<file path="src/rtl/htc_pkg.sv">
package htc_pkg;
  localparam int unsigned DEF_N_IN  = 8;
  localparam int unsigned DEF_TOA_W = 8;
  localparam int unsigned DEF_TOT_W = 5;
  localparam int unsigned DEF_SYNC  = 2;
endpackage

</file>
<file path="src/rtl/htc_sync.sv">
module htc_sync #(
  parameter int W      = 8,
  parameter int STAGES = 2
) (
  input  logic         clk,
  input  logic         rst_n,
  input  logic [W-1:0] d,
  output logic [W-1:0] q
);
  logic [STAGES-1:0][W-1:0] stage;

  for (genvar g = 0; g < STAGES; g++) begin : g_stage
    if (g == 0) begin : g_first
      always_ff @(posedge clk) begin
        if (!rst_n) stage[g] <= '0;
        else        stage[g] <= d;
      end
    end else begin : g_next
      always_ff @(posedge clk) begin
        if (!rst_n) stage[g] <= '0;
        else        stage[g] <= stage[g-1];
      end
    end
  end

  assign q = stage[STAGES-1];
endmodule

</file>
<file path="src/rtl/htc_toa.sv">
module htc_toa #(
  parameter int TOA_W = 8
) (
  input  logic             clk,
  input  logic             rst_n,
  input  logic             act,
  input  logic             rise,
  input  logic             clr,
  input  logic [TOA_W-1:0] time_ref,
  output logic [TOA_W-1:0] toa,
  output logic             seen
);
  always_ff @(posedge clk) begin
    if (!rst_n || clr) begin
      toa  <= '0;
      seen <= 1'b0;
    end else if (act && rise && !seen) begin
      toa  <= time_ref;
      seen <= 1'b1;
    end
  end
endmodule

</file>
<file path="src/rtl/htc_tot.sv">
module htc_tot #(
  parameter int TOT_W = 5
) (
  input  logic             clk,
  input  logic             rst_n,
  input  logic             clk_en,
  input  logic             win,
  input  logic             level,
  input  logic             start,
  input  logic             clr,
  output logic [TOT_W-1:0] tot
);
  localparam logic [TOT_W-1:0] TOT_MAX = '1;

  logic run;
  logic cnt_en;

  assign cnt_en = clk_en && win && level && (start || run);

  always_ff @(posedge clk) begin
    if (!rst_n || clr) begin
      run <= 1'b0;
    end else if (clk_en) begin
      if (!win || !level) run <= 1'b0;
      else if (start)     run <= 1'b1;
    end
  end

  always_ff @(posedge clk) begin
    if (!rst_n || clr) begin
      tot <= '0;
    end else if (cnt_en && tot != TOT_MAX) begin
      tot <= tot + 1'b1;
    end
  end
endmodule

</file>
<file path="src/rtl/hitcell_timing.sv">
module hitcell_timing
  import htc_pkg::*;
#(
  parameter int N_IN        = DEF_N_IN,
  parameter int TOA_W       = DEF_TOA_W,
  parameter int TOT_W       = DEF_TOT_W,
  parameter int SYNC_STAGES = DEF_SYNC
) (
  input  logic             clk,
  input  logic             rst_n,
  input  logic             clk_en,
  input  logic             shutter,
  input  logic [N_IN-1:0]  disc_in,
  input  logic [TOA_W-1:0] time_ref,
  output logic             rd_valid,
  input  logic             rd_ready,
  output logic [N_IN-1:0]  rd_mask,
  output logic [TOA_W-1:0] rd_toa,
  output logic [TOT_W-1:0] rd_tot
);
  logic [N_IN-1:0] disc_s;
  logic            or_now;
  logic            or_prev;
  logic            rise;
  logic            act;
  logic            xfer;
  logic            seen;
  logic [N_IN-1:0] mask_q;

  htc_sync #(.W(N_IN), .STAGES(SYNC_STAGES)) u_sync (
    .clk(clk), .rst_n(rst_n), .d(disc_in), .q(disc_s)
  );

  assign or_now = |disc_s;
  assign rise   = or_now && !or_prev;
  assign act    = clk_en && shutter;
  assign xfer   = rd_valid && rd_ready;

  always_ff @(posedge clk) begin
    if (!rst_n) or_prev <= 1'b0;
    else        or_prev <= or_now;
  end

  always_ff @(posedge clk) begin
    if (!rst_n || xfer) mask_q <= '0;
    else if (act)       mask_q <= mask_q | disc_s;
  end

  htc_toa #(.TOA_W(TOA_W)) u_toa (
    .clk(clk), .rst_n(rst_n), .act(act), .rise(rise), .clr(xfer),
    .time_ref(time_ref), .toa(rd_toa), .seen(seen)
  );

  htc_tot #(.TOT_W(TOT_W)) u_tot (
    .clk(clk), .rst_n(rst_n), .clk_en(clk_en), .win(shutter),
    .level(or_now), .start(rise && !seen), .clr(xfer), .tot(rd_tot)
  );

  assign rd_mask  = mask_q;
  assign rd_valid = !shutter && (mask_q != '0);
endmodule

</file>
<file path="config.mk">
export PLATFORM = sky130hd
export DESIGN_NAME = hitcell_timing
export DESIGN_NICKNAME = d
export VERILOG_FILES = /design/src/rtl/htc_pkg.sv /design/src/rtl/htc_sync.sv /design/src/rtl/htc_toa.sv /design/src/rtl/htc_tot.sv /design/src/rtl/hitcell_timing.sv
export SDC_FILE = /design/constraint.sdc
export NUM_CORES = 1
export LEC_CHECK = 0
export ABC_AREA = 1
export BUFFER_PORTS_ARGS = -buffer_cell sky130_fd_sc_hd__buf_2
export CORE_MARGIN = 4
export CORE_UTILIZATION = 30
export DETAILED_ROUTE_END_ITERATION = 8
export PLACE_DENSITY = 0.62
export RECOVER_POWER = 50
export SLEW_MARGIN = 15
export SYNTH_ARGS = -nofsm -noshare
export SYNTH_HDL_FRONTEND = slang
export SYNTH_HIERARCHICAL = 1
export SYNTH_SLANG_ARGS = --single-unit
</file>
<file path="constraint.sdc">
create_clock -name clk -period 1.37 [get_ports clk]
set_input_delay 0.274 -clock clk [delete_from_list [all_inputs] [get_ports clk]]
set_output_delay 0.274 -clock clk [all_outputs]
set_load 0.005 [all_outputs]
</file>
[Word-level counts from Yosys, hierarchy flattened]
Cells that the tools add are included.
Word-level totals
  flip-flop bits (word level): 40
  bits of input ports: 21
  output and inout port bits: 22
  logic and storage cells: 35
Cells by class
  add/subtract/negate cells: 1
  equality and inequality tests: 1
  multiplexer cells: 2
  bitwise gates (word level): 1
  reductions and logical operators: 22
Operators with widths (count)
  $logic_and A1 B1 Y1: 10
  $or A8 B8 Y8: 1
  $reduce_bool A8 Y1: 1
  $reduce_or A8 Y1: 1
  $add A5 B1 Y5 const B: 1
  $logic_not A1 Y1: 5
  $ne A5 B5 Y1 const B: 1
  $logic_or A1 B1 Y1: 3
  $mux W1: 2
  $reduce_and A2 Y1: 1
  $reduce_bool A2 Y1: 1

[Longest topological paths before layout]
Gate-level depths: netlist of run 1.
  word-level depth: 6
  depth in mapped cells: 11
  depth with buffers taken out: 10

[Cells and area by module]
Netlist of run 1, hierarchy kept.
By module, submodules not included
  htc_sync: instances 1, cells each 58, area an instance 544.3 µm², seq. area each 320.3 µm²
  hitcell_timing: instances 1, cells each 72, area an instance 469.2 µm², seq. area each 180.2 µm²
  htc_toa: instances 1, cells each 55, area an instance 385.4 µm², seq. area each 180.2 µm²
  htc_tot: instances 1, cells each 61, area an instance 380.4 µm², seq. area each 120.1 µm²

[Worst setup path after synthesis of run 1]
No wires, ideal clock.
  kind: reg-to-reg
  start: register u_tot.tot[0]
  end: register u_tot.tot[3]
  setup time: 115 ps
  arrival: 1249 ps
  required time: 1255 ps
  slack: 6 ps
  cell stages (with the launch flop): 11
  clock period less this slack: 1364 ps
  path through: dfxtp_1 -> ha_1 -> inv_1 -> nor2_1 -> ha_1 -> inv_1 -> nand2_1 -> nor2_1 -> nand3_1 -> nand2_1 -> nor2_1
On the way
  cells in the longest elaborated chain, start to end: 2
  elaborated cells on any way between the ends: 3
  those cells by class: add/sub: 1; eq/ne: 1; reduce/logical: 1
RTL lines
  start: declaration: line htc_tot.sv:11  | output logic [TOT_W-1:0] tot
  start signal: assignment: line htc_tot.sv:33  | tot <= tot + 1'b1;
  branches (longest 2 deep; another with $add A5 B1 Y5)
Parallel ways; which one is timed is not known.
A chain may end at the register's enable or synchronous reset.

[Worst setup path in the final report of run 1]
  start: register mask_q[5], in the netlist rd_mask[5]
  end: output port rd_valid
On the way
  cells in the longest elaborated chain, start to end: 2
RTL lines
  start: declaration: line hitcell_timing.sv:28  | logic [N_IN-1:0] mask_q;
  start signal: assignment: line hitcell_timing.sv:46  | else if (act) mask_q <= mask_q | disc_s;
  $reduce_bool A8 Y1: line hitcell_timing.sv:60  | assign rd_valid = !shutter && (mask_q != '0);
  $logic_and A1 B1 Y1: line hitcell_timing.sv:60
  end: declaration: line hitcell_timing.sv:15  | output logic rd_valid,
No other way between the ends.

==> flow_metrics.py, run 1 <==
metrics = {
    "critical_path": {
        "critical_path_depth": 5,
        "critPathKind": "reg2out",
        "worstPathCellList": "inv_2, nand2_2, nor2_4, a21oi_2, buf_2",
        "rr_endpoint": "u_tot/tot[3]",
        "slowest_stage": "dfxtp_1",
        "required_ns": 1.10,
        "critPathLaunchType": "register",
        "cp_max_fo": 2,
        "crit_buf_inv": 2,
        "crit_end": "rd_valid",
        "r2r_setup_slack_ns": 0.09,
        "worstSetupStartpoint": "rd_mask[5]",
        "cp.arrival_ns": 1.02,
        "cp-end-kind": "primary output",
        "r2r_cells": 10,
        "cp_top_family": "flip-flops",
        "r2r_start": "u_tot/tot[1]",
        "critPathMaxStageDelay_ns": 0.36,
    },
    "floorplan": {
        "fp.dieW_um": 85.0,
        "initial_core_util_pct": 31.5,
        "io_pins": 43,
        "rows": 27,
        "die-area_um2": 7230,
        "die_h_um": 85.0,
        "core_area_um2": 5640,
    },
    "placement": {
        "gp_congestion": 0.755,
        "place_hpwl_um": 2410,
        "portBuffers": 42,
        "place_ws_ns": 0.0154,
    },
    "clock_network": {
        "clk_latency_ns": 0.29,
        "cts_made_buffers": 5,
        "htree_levels": 2,
        "cts_tree": "yes",
        "clock_tree.buffer_depth": 2,
        "clockRootBuffer": "clkbuf_8",
        "cts.sinks": 40,
        "path_clk_slew_ns": 0.07,
    },
    "yosys": {
        "syn_inst": 246,
        "syn_avg_cell_area_um2": 7.23,
        "ys_warn_count": 6,
        "ys_types": 21,
        "synth.net_count": 269,
        "ys_seq_elements": 40,
        "post-synth-top-area-cell": "dfxtp_1",
        "synth_area_leaders": "dfxtp_1 (45%), inv_1 (14%), nand2_1 (10%)",
        "seq_area_frac_synth_pct": 45.0,
        "synth_top_area_share_pct": 45.0,
        "syn-cell-area_um2": 1780,
    },
    "drt": {
        "routed.top_layer": "met4",
        "ant_nets": 0,
        "vias_per_cell": 3.85,
        "drc_errors": 0,
        "vias": 1419,
        "wl_met2_um": 1430,
        "dr_wl_met3_um": 195,
        "drt_wl_total_um": 3210,
        "wl_per_cell_um": 8.69,
        "drtPass1Iterations": 4,
        "drtIter0Drc": 52,
        "wl_met1_um": 1510,
    },
    "final_layout": {
        "drive_gt1_share_pct": 42.4,
        "fillCellCount": 592,
        "nNetsFinal": 319,
        "area.growth.synth_to_final_pct": 28.7,
        "n_antenna_cell": 0,
    },
    "power_and_ir_drop": {
        "p_sw_mw": 0.608,
        "pwr-share-clk_pct": 39.7,
        "p_leak_nw": 1.24,
        "ir_drop_uv": 624,
        "p_comb_share_pct": 12.6,
        "design_power_total_mw": 2.61,
        "intPower_mw": 2.00,
        "sw_frac_of_total_pct": 23.3,
        "power.density_nw_per_um2": 1140,
        "power_frac_seq_pct": 47.7,
    },
    "timing": {
        "relSlewSlack_pct": 59.4,
        "period_minus_slack_ns": 1.30,
        "worst_slew_pin_slew_ns": 0.609,
        "rsz0062_at_grt": "yes",
        "fin_crit_sh_pct": 94.8,
        "fmaxAchievable_mhz": 770,
        "skew_ns": 0.00586,
        "worst_slack_ns": 0.0715,
        "slew_viol_final": 0,
        "hold_viol": 0,
        "finalSetupViolCount": 0,
    },
    "grt": {
        "grt_usage_pct": 9.73,
        "antenna_found_initial": 0,
        "grt-ovfl-total": 0,
        "grt_pass1_vias": 1351,
        "grt_pass1_wl_um": 5750,
        "grt_start_max_net_pins": 18,
    },
    "job": {
        "drv_cap": 0,
    },
    "run_status": {
        "status": "finished, final reports clean",
    },
    "worst_hold_path": {
        "worstHoldPathType": "in2reg",
    },
}
-- cell type report --
type                    count  area, um^2  area share [%]
flip-flops and latches     40         810            35.4
multi-input cells         125         698            30.5
repair buffers             54         303            13.2
inverters                  70         263            11.5
clock buffers               7        96.3            4.21
well taps                  72        90.1            3.93
clock inverters             1        30.0            1.31
-- placed cells by master, fill, tap and decap left out, types with 7 or more instances in the layout --
cell	count
nor2_2	13
clkbuf_8	7
inv_1	55
o21ai_0	7
dfxtp_1	33
buf_4	9
dfxtp_2	7
nand3_1	7
nand2_1	41
nor2_1	24
buf_2	41
nand2_2	14
inv_2	15
-- worst reg2reg max path: stages, from the launching register on --
cell and delay (ns):
dfxtp_2 0.32, ha_2 0.18, inv_2 0.06, nor2_2 0.03, ha_2 0.17, inv_2 0.06, nand2_2 0.06, nor2_4 0.12
nand3_2 0.08, nand2_1 0.07, nor2_1 0.03
-- sequential cells by signal (all words and copies together) (netlist names) --
signal,count
u_toa/seen,1
u_sync/stage,8
u_sync/q,8
u_tot/tot,5
or_prev,1
u_tot/run,1
rd_mask,8
u_toa/toa,8
-- logic make-up after synthesis --
group	share of synthesized area, %
compound gates	2.95
buf+inv	20.5
simple gates	30.1
flops	45.0
fa+ha+maj	1.41
-- routing by layer --
metal  track usage [%]  vias up
li1                  -      788
met1              12.2      596
met2              14.5       29
met3              3.69        6
met4              4.75        0
met5                 0        -
-- timing repair --
| item | 4_1_cts | 5_1_grt |
|---|---|---|
| cloned | 0 | 0 |
| hold buffers | 0 | 0 |
| buffers inserted | 0 | 4 |
| setup endpoints to repair | 1 | 16 |
| pin swaps | 0 | 11 |
| resized for setup | 1 | 46 |
-- through the flow --
step	TNS [ns]	instances	hold slack (ns)	util [%]	area (um^2)
after floorplan	0	246	0.366	-	1780
after global placement	0	357	0.398	36.1	2040
after detailed placement	0	357	0.402	36.1	2040
after CTS	0	365	0.151	38.5	2170
after global routing	-0.298	369	0.168	40.6	2290
final	0	369	0.165	40.6	2290
-- power by group through the flow --
| stage | registers (mW) | logic, mW | clock network, mW |
|---|---|---|---|
| after CTS | 1.24 | 0.305 | 1.07 |
| after floorplan | 1.27 | 0.210 | 0 |
| after global placement | 1.27 | 0.297 | 0 |
| after detailed placement | 1.27 | 0.301 | 0 |
| final | 1.24 | 0.328 | 1.04 |
| after global routing | 1.25 | 0.380 | 1.12 |
-- cell usage after synthesis --
master and n:
a21boi_1 1, a21oi_1 2, buf_12 1, buf_4 8, buf_6 2, dfxtp_1 40, ha_1 2, inv_1 65
inv_2 5, nand2_1 49, nand2_2 6, nand2_4 1, nand3_1 9, nand3_2 2, nand3_4 1, nand4_1 1
nor2_1 28, nor2_2 13, nor2_4 2, nor3_1 1, o21ai_0 7
-- worst min path at each step --
stage | end | start | cells after the start | slack (ns)
2_1_floorplan | u_sync/stage[2] | disc_in[2] | 2 | 0.37
3_3_place_gp | u_sync/q[4] | u_sync/stage[4] | 2 | 0.40
3_5_place_dp | u_sync/q[1] | u_sync/stage[1] | 2 | 0.40
4_1_cts | u_sync/stage[1] | disc_in[1] | 3 | 0.15
5_1_grt | u_sync/stage[6] | disc_in[6] | 3 | 0.17
6_report | u_sync/stage[1] | disc_in[1] | 3 | 0.17
Power figures use the tool's default switching activity.
==> inputs of run 2 (changes only) <==
--- a/config.mk
+++ b/config.mk
@@ -5,7 +5,6 @@
 export SDC_FILE = /design/constraint.sdc
 export NUM_CORES = 1
 export LEC_CHECK = 0
-export ABC_AREA = 1
 export BUFFER_PORTS_ARGS = -buffer_cell sky130_fd_sc_hd__buf_2
 export CORE_MARGIN = 4
 export CORE_UTILIZATION = 30
==> run 2 against run 1 <==
Net effect: the flow now finishes with violations (negative setup slack); maximum frequency fell by 23%; utilization grew 1.3 points; cell count down 22%; sequential share of layout area shrank 0.21 points; critical path type is now reg2reg.
==> flow_metrics.py, run 2 <==
metrics = {
    "power_and_ir_drop": {
        "power.density_nw_per_um2": 1110,
        "p_leak_nw": 0.963,
        "ir_drop_uv": 593,
    },
    "floorplan": {
        "rows": 27,
        "initial_core_util_pct": 30.7,
        "die-area_um2": 6910,
        "io_pins": 43,
        "core_area_um2": 5510,
        "die_h_um": 83.1,
        "fp.dieW_um": 83.1,
    },
    "final_layout": {
        "layout.cells.most_common": "buf_2",
        "drive_gt1_share_pct": 56.5,
        "area.growth.synth_to_final_pct": 36.3,
        "fin_util_pct": 41.9,
        "n_antenna_cell": 0,
        "layout_common_cells": "buf_2 (40), dfxtp_1 (32), buf_4 (21), nand3b_1 (16), a21oi_1 (14)",
        "nNetsFinal": 236,
    },
    "clock_network": {
        "path_clk_slew_ns": 0.09,
        "htree_levels": 2,
        "clock_tree.buffer_depth": 2,
        "cts.sinks": 40,
        "clockRootBuffer": "clkbuf_8",
        "clk_latency_ns": 0.30,
        "cts_made_buffers": 5,
        "cts_tree": "yes",
    },
    "timing": {
        "holdWs_ns": 0.179,
        "worst_slew_pin_slew_ns": 0.624,
        "fmaxAchievable_mhz": 592,
        "fin_crit_sh_pct": 123,
        "finalSetupViolCount": 14,
        "hold_viol": 0,
        "rsz0062_at_grt": "yes",
        "period_minus_slack_ns": 1.69,
        "worst_slack_ns": -0.320,
        "slew_viol_final": 0,
        "relSlewSlack_pct": 58.4,
        "skew_ns": 0.0134,
    },
    "yosys": {
        "synth_common_cells": "dfxtp_1 (40), a21oi_1 (16), nand3b_1 (16), and2_2 (12), buf_4 (10)",
        "synth_area_leaders": "dfxtp_1 (47%), nand3b_1 (7.1%), nor3b_2 (5.9%)",
        "syn_inst": 154,
        "ys_types": 32,
        "post-synth-top-area-cell": "dfxtp_1",
        "ys_seq_elements": 40,
        "syn-cell-area_um2": 1690,
        "syn_avg_cell_area_um2": 11.0,
        "synth_ff_type": "dfxtp_1",
        "synth.most_common_cell": "dfxtp_1",
        "async_flop_share_pct": 0,
        "seq_area_frac_synth_pct": 47.3,
        "synth_top_area_share_pct": 47.3,
        "synth_edf_count": 0,
        "synth.net_count": 177,
        "ys_warn_count": 6,
    },
    "drt": {
        "drtPass1Iterations": 4,
        "drt_wl_total_um": 3440,
        "ant_nets": 0,
        "vias": 1272,
        "wl_per_cell_um": 12.0,
        "drtIter0Drc": 22,
        "drc_errors": 0,
        "vias_per_cell": 4.45,
    },
    "critical_path": {
        "cp_max_fo": 7,
        "crit_buf_inv": 0,
        "cpMostUsedCell": "ha_4",
        "worstPathCellList": "ha_4, and3_4, ha_4, nand4b_4, or4_1, a21oi_1",
        "cp_top_family": "simple AND/OR/NAND/NOR gates",
        "critPathMaxStageDelay_ns": 0.48,
        "cp-end-kind": "register",
        "critPathLaunchType": "register",
        "required_ns": 1.61,
        "slowest_stage": "or4_1",
        "cp.arrival_ns": 1.93,
        "critPathKind": "reg2reg",
    },
    "placement": {
        "portBuffers": 42,
        "place_hpwl_um": 2420,
        "place_ws_ns": -0.331,
        "gp_congestion": 0.719,
    },
    "job": {
        "drv_cap": 0,
    },
    "grt": {
        "grt-ovfl-total": 0,
        "grt_pass1_vias": 1200,
        "grt_usage_pct": 10.4,
        "grt_start_max_net_pins": 27,
        "antenna_found_initial": 0,
        "grt_pass1_wl_um": 5690,
    },
    "run_status": {
        "violations": "negative setup slack",
        "status": "finished, violations left",
    },
    "worst_hold_path": {
        "worstHoldPathType": "in2reg",
    },
}
[run 2: worst paths after layout]
path	start	to	slack (ns)	depth (start not counted)
worst max-delay path	u_tot/tot[0]	u_tot/tot[2]	-0.32	6
worst min-delay path	disc_in[2]	u_sync/stage[2]	0.18	2
worst max register to register	u_tot/tot[0]	u_tot/tot[2]	-0.32	6
worst min register to register	u_sync/stage[0]	u_sync/q[0]	0.45	1
[run 2: through the flow]
| stage | setup TNS [ns] | area (um^2) | power (mW) | cells |
|---|---|---|---|---|
| final | -1.42 | 2310 | 2.56 | 286 |
| after global routing | -2.65 | 2310 | 2.68 | 286 |
| after CTS | -1.69 | 2270 | 2.59 | 286 |
| after detailed placement | -3.06 | 2070 | 1.55 | 274 |
| after global placement | -2.58 | 2070 | 1.54 | 274 |
| after floorplan | -0.813 | 1720 | 1.43 | 154 |
[run 2: layout make-up]
type	count	area (um^2)
fill	535	3200
inverter	2	7.51
timing repair buffer	66	408
tap	72	90.1
clock buffer	5	68.8
sequential	40	811
multi-input combinational	98	876
clock inverter	3	46.3
[run 2: where the power goes]
group	switching, mW	internal, mW	leakage [nW]	total, mW
Combinational	0.145	0.184	0.577	0.329
Clock	0.438	0.549	0.0548	0.987
Sequential	0.0306	1.21	0.331	1.24
Total	0.614	1.94	0.963	2.56
[run 2: repair_timing]
action	4_1_cts	5_1_grt
gates resized for setup	14	11
buffers inserted	4	0
pin swaps	6	9
hold buffers	0	0
endpoints found under the setup margin	14	17
[run 2: metal layers]
metal / routed length, um / vias to the layer above / GRT usage, %
met1: 1500 / 587 / 11.8
met5: 0 / - / 0
met4: 74 / 0 / 5.79
met3: 205 / 5 / 3.67
met2: 1660 / 28 / 16.8
li1: - / 652 / -
[run 2: cells by family (layout without fill, tap and decap cells)]
logic type	Yosys count	after routing	share of synthesized area, %
buf+inv	16	76	6.73
flops	40	40	47.3
compound gates	23	23	7.91
fa+ha+maj	2	2	1.48
simple gates	65	65	31.9
mux	8	8	4.73
==> inputs of run 3 (changes only) <==
--- a/config.mk
+++ b/config.mk
@@ -9,10 +9,9 @@
 export CORE_MARGIN = 4
 export CORE_UTILIZATION = 30
 export DETAILED_ROUTE_END_ITERATION = 8
-export PLACE_DENSITY = 0.62
+export PLACE_DENSITY = 0.64
 export RECOVER_POWER = 50
 export SLEW_MARGIN = 15
 export SYNTH_ARGS = -nofsm -noshare
 export SYNTH_HDL_FRONTEND = slang
-export SYNTH_HIERARCHICAL = 1
 export SYNTH_SLANG_ARGS = --single-unit
==> run 3 against run 2 <==
Net effect: the flow still finishes with violations (negative setup slack); cell count decreased by 11%; final area decreased by 8.7%; flip-flop and latch count unchanged; sequential power about the same; highest routed layer unchanged.
==> flow_metrics.py, run 3 <==
metrics = {
    "drt": {
        "drt_wl_total_um": 3080,
        "routed.top_layer": "met4",
        "vias_per_cell": 4.54,
        "wl_met1_um": 1230,
        "vias": 1152,
        "drtIter0Drc": 24,
        "ant_nets": 0,
        "wl_per_cell_um": 12.1,
        "drtPass1Iterations": 2,
        "wl_met2_um": 1620,
        "dr_wl_met3_um": 204,
        "drc_errors": 0,
    },
    "power_and_ir_drop": {
        "ir_drop_uv": 795,
        "p_leak_nw": 0.891,
        "power.density_nw_per_um2": 1120,
        "design_power_total_mw": 2.36,
    },
    "yosys": {
        "syn-cell-area_um2": 1350,
        "syn_inst": 132,
        "synth_common_cells": "dfxtp_1 (40), nor2_1 (20), and2_1 (18), a21oi_1 (14), mux2i_1 (8)",
        "synth.most_common_cell": "dfxtp_1",
        "synth_xor_area_share_pct": 0.650,
        "synth.net_count": 155,
        "synth_edf_count": 0,
        "ys_types": 23,
        "synth_area_leaders": "dfxtp_1 (59%), and2_1 (8.4%), mux2i_1 (5.9%)",
        "syn_avg_cell_area_um2": 10.2,
        "synth-simple-area-share_pct": 19.5,
        "ys_warn_count": 0,
        "seq_area_frac_synth_pct": 59.4,
        "ys_seq_elements": 40,
        "async_flop_share_pct": 0,
        "synthAdderAreaFrac_pct": 1.86,
        "post-synth-top-area-cell": "dfxtp_1",
        "synth_top_family_by_area": "simple AND/OR/NAND/NOR gates",
        "synth-compound-area-share_pct": 10.7,
        "synth_top_area_share_pct": 59.4,
        "synth.area.mux_share_pct": 5.94,
        "synth_ff_type": "dfxtp_1",
    },
    "timing": {
        "period_minus_slack_ns": 1.69,
        "fmaxAchievable_mhz": 593,
        "skew_ns": 0.00462,
        "finalSetupViolCount": 15,
        "worst_slack_ns": -0.315,
        "relSlewSlack_pct": 66.9,
        "slew_viol_final": 0,
        "fin_crit_sh_pct": 123,
        "worst_slew_pin_slew_ns": 0.497,
        "rsz0062_at_grt": "yes",
        "hold_viol": 0,
    },
    "clock_network": {
        "path_clk_slew_ns": 0.08,
        "cts_tree": "yes",
        "clk_latency_ns": 0.28,
        "htree_levels": 2,
        "cts_made_buffers": 5,
        "clockRootBuffer": "clkbuf_8",
        "clock_tree.buffer_depth": 2,
        "cts.sinks": 40,
        "ctsHoldBuffers": 0,
    },
    "floorplan": {
        "core_area_um2": 4350,
        "rows": 24,
        "fp.dieW_um": 75.0,
        "io_pins": 43,
        "die-area_um2": 5630,
        "initial_core_util_pct": 30.9,
        "die_h_um": 75.0,
    },
    "placement": {
        "place_hpwl_um": 2100,
        "portBuffers": 42,
        "gp_congestion": 0.728,
        "place_area_um2": 1810,
        "placed_cells": 241,
        "place_ws_ns": -0.396,
    },
    "final_layout": {
        "fin_util_pct": 48.4,
        "final_area_um2": 2110,
        "layout.cells.most_common": "buf_2",
        "nNetsFinal": 224,
        "instances_no_fill": 254,
        "layout_common_cells": "buf_2 (36), dfxtp_1 (26), nor2_1 (18), buf_4 (18), dfxtp_2 (14)",
        "multi_input_area_um2": 687,
        "n_antenna_cell": 0,
        "area.growth.synth_to_final_pct": 56.3,
        "drive_gt1_share_pct": 51.0,
        "regArea_um2": 818,
        "fillCellCount": 426,
    },
    "critical_path": {
        "worstPathCellList": "ha_4, and3_4, ha_4, buf_4, buf_6, a2111oi_4, buf_4, xnor2_2, nor2_1",
        "r2r_setup_slack_ns": -0.32,
        "slowest_stage": "dfxtp_2",
        "critPathMaxStageDelay_ns": 0.34,
        "cp-end-kind": "register",
        "cp.arrival_ns": 1.87,
        "cp_max_fo": 3,
        "required_ns": 1.55,
        "critPathLaunchType": "register",
        "critPathKind": "reg2reg",
    },
    "grt": {
        "grt_start_max_net_pins": 18,
        "antenna_found_initial": 0,
        "grt_pass1_vias": 1152,
        "grt-ovfl-total": 0,
        "grt_usage_pct": 12.1,
        "grt_pass1_wl_um": 5090,
    },
    "worst_hold_path": {
        "worstHoldPathType": "in2reg",
    },
    "run_status": {
        "violations": "negative setup slack",
        "status": "finished, violations left",
    },
    "job": {
        "drv_cap": 0,
    },
}
## run 3: cell type report
class | count | area share (%)
clock buffer | 6 | 3.92
clock inverter | 2 | 0.713
sequential | 40 | 38.9
tap | 52 | 3.09
inverter | 1 | 0.178
multi-input combinational | 86 | 32.6
timing repair buffer | 67 | 20.6
## run 3: through the flow
| stage | setup TNS [ns] | hold WS (ns) |
|---|---|---|
| after CTS | -2.70 | 0.177 |
| after global routing | -3.57 | 0.181 |
| final | -2.37 | 0.189 |
| after global placement | -2.65 | 0.415 |
| after detailed placement | -3.24 | 0.420 |
| after floorplan | -1.12 | 0.369 |
## run 3: routing by layer
metal  vias to the layer above  track usage (%)
li1                        583                -
met1                       532             13.7
met2                        33             21.6
met3                         4             3.60
met4                         0             4.15
met5                         -                0
## run 3: repair_timing
item	4_1_cts	5_1_grt
buffers inserted	9	3
resized for setup	25	16
cloned	1	0
pin swaps	7	8
setup endpoints to repair	24	24
## run 3: path summary, 6_finish.rpt
check | startpoint | to | cells past startpoint
worst min register to register | u_sync.stage[2] | u_sync.q[2] | 1
worst max register to register | u_tot.tot[0] | u_tot.tot[0] | 9
worst min-delay path | disc_in[5] | u_sync.stage[5] | 2
worst max-delay path | u_tot.tot[0] | u_tot.tot[0] | 9
## run 3: report_power, final
| part | leakage, nW | switching [mW] | internal (mW) |
|---|---|---|---|
| Sequential | 0.333 | 0.0316 | 1.21 |
| Clock | 0.0434 | 0.402 | 0.407 |
| Combinational | 0.514 | 0.132 | 0.173 |
| Total | 0.891 | 0.566 | 1.79 |
## run 3: cell families after synthesis
logic type	Yosys count
buffers and inverters	6
AO/OA/AOI/OAI	22
adder cells (fa/ha/maj)	2
XOR/XNOR	1
flip-flops	40
multiplexers	8
AND/OR/NAND/NOR	53
## run 3: worst max-delay path: cells and delay by family (launching register included)
family,cells,cell delay (ns)
buffers and inverters,3,0.43
DFF,1,0.34
adders and majority gates,2,0.31
and+or+nand+nor,2,0.23
AOI/OAI and AO/OA,1,0.17
xor gates and xnor gates,1,0.11
